## src/rtl/scl_div_pkg.sv

```systemverilog
package scl_div_pkg;
  typedef enum logic [1:0] {
    PH_IDLE = 2'd0,
    PH_LOW  = 2'd1,
    PH_HIGH = 2'd2
  } phase_e;

  localparam logic [1:0] ADDR_CTRL  = 2'd0;
  localparam logic [1:0] ADDR_EXT   = 2'd1;
  localparam logic [1:0] ADDR_RANGE = 2'd2;

  // divider bits held in the control register
  localparam int CTRL_DIV_BITS = 7;
  localparam int MODE_BIT      = 7;
endpackage

```

## src/rtl/scl_div_rst_sync.sv

```systemverilog
module scl_div_rst_sync #(
  parameter int STAGES = 2
) (
  input  logic clk,
  input  logic rst_n,
  output logic rst_n_sync
);
  logic [STAGES-1:0] sh_q;

  always_ff @(posedge clk or negedge rst_n) begin
    if (!rst_n) sh_q <= '0;
    else        sh_q <= {sh_q[STAGES-2:0], 1'b1};
  end

  assign rst_n_sync = sh_q[STAGES-1];
endmodule

```

## src/rtl/scl_div_regs.sv

```systemverilog
module scl_div_regs
  import scl_div_pkg::*;
#(
  parameter int         DIV_W     = 12,
  parameter logic [2:0] RANGE_RST = 3'd2
) (
  input  logic             clk,
  input  logic             rst_n,
  input  logic             wr_en,
  input  logic [1:0]       wr_addr,
  input  logic [7:0]       wr_data,
  output logic [DIV_W-1:0] div_value,
  output logic             fast_mode,
  output logic [2:0]       clk_range
);
  localparam int HI_W = DIV_W - CTRL_DIV_BITS;

  logic [CTRL_DIV_BITS-1:0] lo_q, lo_d;
  logic [HI_W-1:0]          hi_q, hi_d;
  logic                     fast_q, fast_d;
  logic [2:0]               range_q, range_d;

  always_comb begin
    lo_d    = lo_q;
    hi_d    = hi_q;
    fast_d  = fast_q;
    range_d = range_q;
    if (wr_en) begin
      case (wr_addr)
        ADDR_CTRL: begin
          lo_d   = wr_data[CTRL_DIV_BITS-1:0];
          fast_d = wr_data[MODE_BIT];
        end
        ADDR_EXT:   hi_d    = wr_data[HI_W-1:0];
        ADDR_RANGE: range_d = wr_data[7:5];
        default: ;
      endcase
    end
  end

  always_ff @(posedge clk or negedge rst_n) begin
    if (!rst_n) begin
      lo_q    <= '0;
      hi_q    <= '0;
      fast_q  <= 1'b0;
      range_q <= RANGE_RST;
    end else begin
      lo_q    <= lo_d;
      hi_q    <= hi_d;
      fast_q  <= fast_d;
      range_q <= range_d;
    end
  end

  assign div_value = {hi_q, lo_q};
  assign fast_mode = fast_q;
  assign clk_range = range_q;
endmodule

```

## src/rtl/scl_div_phase.sv

```systemverilog
module scl_div_phase
  import scl_div_pkg::*;
#(
  parameter int DIV_W = 12
) (
  input  logic             clk,
  input  logic             rst_n,
  input  logic             enable,
  input  logic [DIV_W-1:0] div_value,
  input  logic             fast_mode,
  input  logic             scl_in,
  output logic             scl_oe,
  output logic             fall_tick,
  output logic             rise_tick,
  output logic             sample_tick,
  output logic             in_high
);
  localparam int CNT_W = DIV_W + 2;

  phase_e            ph_q, ph_d;
  logic [CNT_W-1:0]  cnt_q, cnt_d;
  logic [DIV_W-1:0]  n_q, n_d;
  logic              fresh_q, fresh_d;
  logic              seen_q, seen_d;
  logic              div_ok;
  logic [CNT_W-1:0]  lo_load;
  logic [CNT_W-1:0]  hi_load;

  assign div_ok = enable && (div_value >= DIV_W'(2));

  // low length minus one, from the live register value
  always_comb begin
    if (fast_mode) lo_load = ({2'b00, div_value} << 1) + CNT_W'(3);
    else           lo_load = {2'b00, div_value} + CNT_W'(2);
  end
  // high length minus one, from the captured divider
  assign hi_load = {2'b00, n_q} + CNT_W'(1);

  always_comb begin
    ph_d    = ph_q;
    cnt_d   = cnt_q;
    n_d     = n_q;
    fresh_d = 1'b0;
    seen_d  = seen_q;
    case (ph_q)
      PH_IDLE: begin
        if (div_ok) begin
          ph_d    = PH_LOW;
          cnt_d   = lo_load;
          n_d     = div_value;
          fresh_d = 1'b1;
        end
      end
      PH_LOW: begin
        if (cnt_q == '0) begin
          ph_d    = PH_HIGH;
          cnt_d   = hi_load;
          fresh_d = 1'b1;
          seen_d  = 1'b0;
        end else begin
          cnt_d = cnt_q - CNT_W'(1);
        end
      end
      PH_HIGH: begin
        if (scl_in) begin
          seen_d = 1'b1;
          if (cnt_q == '0) begin
            if (div_ok) begin
              ph_d    = PH_LOW;
              cnt_d   = lo_load;
              n_d     = div_value;
              fresh_d = 1'b1;
            end else begin
              ph_d = PH_IDLE;
            end
          end else begin
            cnt_d = cnt_q - CNT_W'(1);
          end
        end
      end
      default: ph_d = PH_IDLE;
    endcase
  end

  always_ff @(posedge clk or negedge rst_n) begin
    if (!rst_n) begin
      ph_q    <= PH_IDLE;
      cnt_q   <= '0;
      n_q     <= '0;
      fresh_q <= 1'b0;
      seen_q  <= 1'b0;
    end else begin
      ph_q    <= ph_d;
      cnt_q   <= cnt_d;
      n_q     <= n_d;
      fresh_q <= fresh_d;
      seen_q  <= seen_d;
    end
  end

  assign scl_oe      = (ph_q == PH_LOW);
  assign in_high     = (ph_q == PH_HIGH);
  assign fall_tick   = scl_oe && fresh_q;
  assign rise_tick   = in_high && fresh_q;
  assign sample_tick = in_high && scl_in && !seen_q;
endmodule

```

## src/rtl/scl_div_gen.sv

```systemverilog
module scl_div_gen #(
  parameter int         DIV_W       = 12,
  parameter logic [2:0] RANGE_RST   = 3'd2,
  parameter int         SYNC_STAGES = 2
) (
  input  logic             clk,
  input  logic             rst_n,
  input  logic             enable,
  input  logic             wr_en,
  input  logic [1:0]       wr_addr,
  input  logic [7:0]       wr_data,
  input  logic             scl_in,
  output logic             scl_oe,
  output logic             fall_tick,
  output logic             rise_tick,
  output logic             sample_tick,
  output logic [DIV_W-1:0] div_value,
  output logic             fast_mode,
  output logic [2:0]       clk_range
);
  logic rst_n_int;
  logic in_high;

  scl_div_rst_sync #(.STAGES(SYNC_STAGES)) u_rst (
    .clk(clk), .rst_n(rst_n), .rst_n_sync(rst_n_int)
  );

  scl_div_regs #(.DIV_W(DIV_W), .RANGE_RST(RANGE_RST)) u_regs (
    .clk(clk), .rst_n(rst_n_int), .wr_en(wr_en), .wr_addr(wr_addr),
    .wr_data(wr_data), .div_value(div_value), .fast_mode(fast_mode),
    .clk_range(clk_range)
  );

  scl_div_phase #(.DIV_W(DIV_W)) u_phase (
    .clk(clk), .rst_n(rst_n_int), .enable(enable), .div_value(div_value),
    .fast_mode(fast_mode), .scl_in(scl_in), .scl_oe(scl_oe),
    .fall_tick(fall_tick), .rise_tick(rise_tick),
    .sample_tick(sample_tick), .in_high(in_high)
  );
endmodule

```

## config.mk

```make
export PLATFORM = sky130hd
export DESIGN_NAME = scl_div_gen
export DESIGN_NICKNAME = d
export VERILOG_FILES = /design/src/rtl/scl_div_pkg.sv /design/src/rtl/scl_div_rst_sync.sv /design/src/rtl/scl_div_regs.sv /design/src/rtl/scl_div_phase.sv /design/src/rtl/scl_div_gen.sv
export SDC_FILE = /design/constraint.sdc
export NUM_CORES = 1
export LEC_CHECK = 0
export ABC_AREA = 1
export CORE_MARGIN = 5
export CORE_UTILIZATION = 52
export DETAILED_ROUTE_END_ITERATION = 8
export GPL_TIMING_DRIVEN = 1
export HOLD_SLACK_MARGIN = 0.05
export PLACE_DENSITY = 0.79
export REMOVE_ABC_BUFFERS = 1
export SYNTH_ARGS = -nofsm -noshare
export SYNTH_HDL_FRONTEND = slang
export SYNTH_SLANG_ARGS = --single-unit
```

## constraint.sdc

```tcl
create_clock -name clk -period 1.4 [get_ports clk]
set_input_delay 0.28 -clock clk [delete_from_list [all_inputs] [get_ports clk]]
set_output_delay 0.28 -clock clk [all_outputs]
set_load 0.01 [all_outputs]
```

==> results.toml <==
[placed_design]
gp_congestion = 1.005
dp_cells = 732
post-place-ws_ps = -511.5
dp_hpwl_mm = 8.382
io_buffers = 34

[clock_network]
htree_num_levels = 2
cts_inserted_buffers = 5
tritoncts = "yes"
clk_latency_ps = 360
cts-root-to-sink-buffers = 2
path_clk_slew_ps = 130
clock-sinks = 48
cts_root_buf = "clkbuf_8"

[synth]
yosysSeqAreaShare_pct = 34.47
synth_flop_cell = "dfrtp_1"
ys_top_cells_by_count = "nand2_1, nor2_1, inv_1, nand3_1, dfrtp_1"
synthCells = 529
synth_area_leaders = "dfrtp_1, nand2_1, nor2_1"
synth_area_sq_um = 3488
yosys.area.top_type_share_pct = 33.72
yosys_warnings = 0
synth_cell_type_count = 36
synth_area_per_cell_sq_um = 6.594
async_reset_ff_share_pct = 100.0
yosysMostFrequentCell = "nand2_1"
synth_top_area_cell = "dfrtp_1"
synth-edff-count = 0
synth_seq_cells = 48

[setup_path]
crit_type = "reg -> reg"
cp_max_fo = 7
r2r_slack_ps = -700
timing.rr.start = "u_phase.cnt_q[1]"
cp.buffers_inverters = 2
crit_path_start_kind = "flop"
crit_slowest_cell = "dfrtp_1"
slowest_delay_ps = 460
crit_end = "u_phase.cnt_q[6]"
cpMostUsedCell = "nor2_1"
reg2reg_depth = 11
cp_cell_sequence = "inv_2 -> ha_4 -> nand2_4 -> nor2_4 -> nand2_4 -> o21ai_4 -> buf_12 -> o21ai_0 -> nor2_1 -> nor2_1 -> nor2_1"
crit_cells = 11
endpoint_kind = "flop"
cp.arrival_ps = 2370
critPathTopFamily = "simple AND/OR/NAND/NOR gates"
r2r-end = "u_phase.cnt_q[6]"
cp.required_ps = 1670
startpoint = "u_phase.cnt_q[1]"

[route]
routed_wl_mm = 18.54
first_pass_iters = 9
routed_via_density = 6.690
drc = 1
antenna_left = 0
wl_per_cell_um = 23.77
drt_iter0_markers = 1130
vias = 5218

[timing]
fin_skew_ps = 31.79
hold_violations = 0
tightest_slew_ps = 971.7
fin_tns_setup_ps = -18560
setup_ws_ps = -699.9
grt_setup_unrepaired = "true"
fmax_mhz = 476.2
maxSlewHeadroom_pct = 34.53
setup_viol_count_final = 36
drv_slew = 0
fin_crit_sh_pct = 150.0
min_period_ps = 2100

[floorplanning]
die_area_sq_um = 8447
rows = 29
coreArea_sq_um = 6422
die_h_um = 91.91
ios = 35
die_w_um = 91.91
start_util_pct = 54.32

[power]
p_int_mw = 5.827
switching_share_pct = 47.24
power_density_nw_per_um2 = 1975
p_sw_mw = 5.217
power.leakage_nw = 2.815
clockPowerShare_pct = 11.9
pwr-share-comb_pct = 66.4
peakVddDrop_v = 0.001187
p_total_mw = 11.04
seq_power_share_pct = 21.7

[grt]
grtUsageTotal_pct = 31.59
grt-ovfl-total = 0
grt_pass1_vias = 4329
grt_first_pass_wirelength_mm = 21.14
antenna_found_initial = 0
grt_max_degree = 26

[cells_and_area]
drive_gt1_share_pct = 37.13
utilization_pct = 87.06
finalNetCount = 727
n_antenna_cell = 0
area_growth_pct = 60.29
multi_input_area_sq_um = 2303
seqCellArea_sq_um = 1207
finalNonFillerCells = 780
final.fill_count = 281

[flow_run]
maxCapViolations = 0

[min_path]
hp-class = "in -> async"

[outcome]
status = "finished with violations"
violations = "DRC, setup timing"
-- how the worst min path moves through the flow --
| stage | to | slack (ps) | cells past startpoint |
|---|---|---|---|
| after floorplan | u_rst.sh_q[0] | -20 | 0 |
| after global placement | u_regs.fast_mode | 150 | 0 |
| after detailed placement | u_regs.fast_mode | 160 | 0 |
| after CTS | u_rst.sh_q[0] | 110 | 1 |
| after global routing | u_rst.sh_q[0] | 100 | 1 |
| final | u_rst.sh_q[0] | 100 | 1 |
-- cell usage in the layout, fill, tap and decap left out, types with 2 or more instances in the layout --
master | netlist | layout
o21ai_1 | 8 | 14
nor3_1 | 7 | 5
inv_2 | 1 | 12
o21ai_2 | 0 | 8
ha_4 | 0 | 5
o211ai_1 | 3 | 3
nand3_1 | 54 | 45
clkinvlp_4 | 0 | 2
nand3_2 | 2 | 10
clkdlybuf4s50_1 | 0 | 14
inv_1 | 68 | 55
ha_1 | 10 | 4
dlygate4sd2_1 | 0 | 3
clkbuf_2 | 1 | 5
nor2_4 | 2 | 8
o21ai_0 | 43 | 29
buf_4 | 1 | 109
xnor2_1 | 3 | 3
nor2_1 | 76 | 67
dfrtp_1 | 47 | 43
dfrtp_2 | 0 | 4
buf_12 | 0 | 4
nor3_2 | 0 | 2
bufinv_16 | 0 | 2
nor2_2 | 5 | 9
nand2_2 | 2 | 10
clkbuf_8 | 0 | 5
clkbuf_16 | 0 | 3
nand3b_1 | 3 | 3
buf_6 | 1 | 29
o22ai_1 | 3 | 3
buf_8 | 0 | 2
nand2_1 | 134 | 120
nand4_1 | 8 | 8
a21oi_1 | 18 | 9
nand2_4 | 1 | 7
xor2_1 | 11 | 11
a21oi_2 | 1 | 9
buf_2 | 5 | 5
-- stage by stage --
stage / hold slack [ps] / instance area, sq um
global placement: 155.0 / 4690
finish: 96.19 / 5592
detailed placement: 162.8 / 4690
CTS: 113.3 / 5142
floorplan: -15.59 / 3428
global route: 97.66 / 5592
-- cells by family after synthesis --
group | share of synthesized area, %
simple gates | 36.59
compound gates | 12.59
buf+inv | 9.146
flops | 34.47
xor+xnor | 3.515
fa+ha+maj | 3.587
other cells | 0.1075
-- state kept, by name, summed over array words and instances (netlist names) --
signal            flops
u_regs.hi_q           5
u_phase.n_q          12
u_phase.cnt_q        14
u_phase.ph_q          2
u_regs.lo_q           7
u_phase.fresh_q       1
u_regs.clk_range      3
u_rst.sh_q            2
u_regs.fast_mode      1
u_phase.seen_q        1
-- power groups by stage --
stage                     logic, mW  clock network [mW]  registers, mW
after floorplan                2.45                   0           2.37
after global placement         4.83                   0           2.22
after detailed placement       4.96                   0           2.25
after CTS                      5.56                1.27           2.24
after global routing           7.67                1.36           2.42
final                          7.33                1.31           2.40
-- timing repair --
item	CTS	global route
pin swaps	21	21
gates cloned	3	4
gates resized for setup	121	92
buffers inserted	14	26
hold buffers	0	0
setup endpoints to repair	50	44
-- per-layer routing --
layer	GRT usage [%]	routed length (um)
met3	6.465	2707
met5	3.571	0
met2	53.16	7886
met4	15.59	2121
met1	38.20	5824
-- cell type report --
cell class	instances	share of cell area, %
multi-input cells	402	41.19
repair buffers	175	28.15
flip-flops and latches	48	21.59
inverters	69	4.744
well taps	77	1.723
clock buffers	5	1.231
clock inverters	3	1.231
repair inverters	1	0.1343
Power figures use the tool's default switching activity.
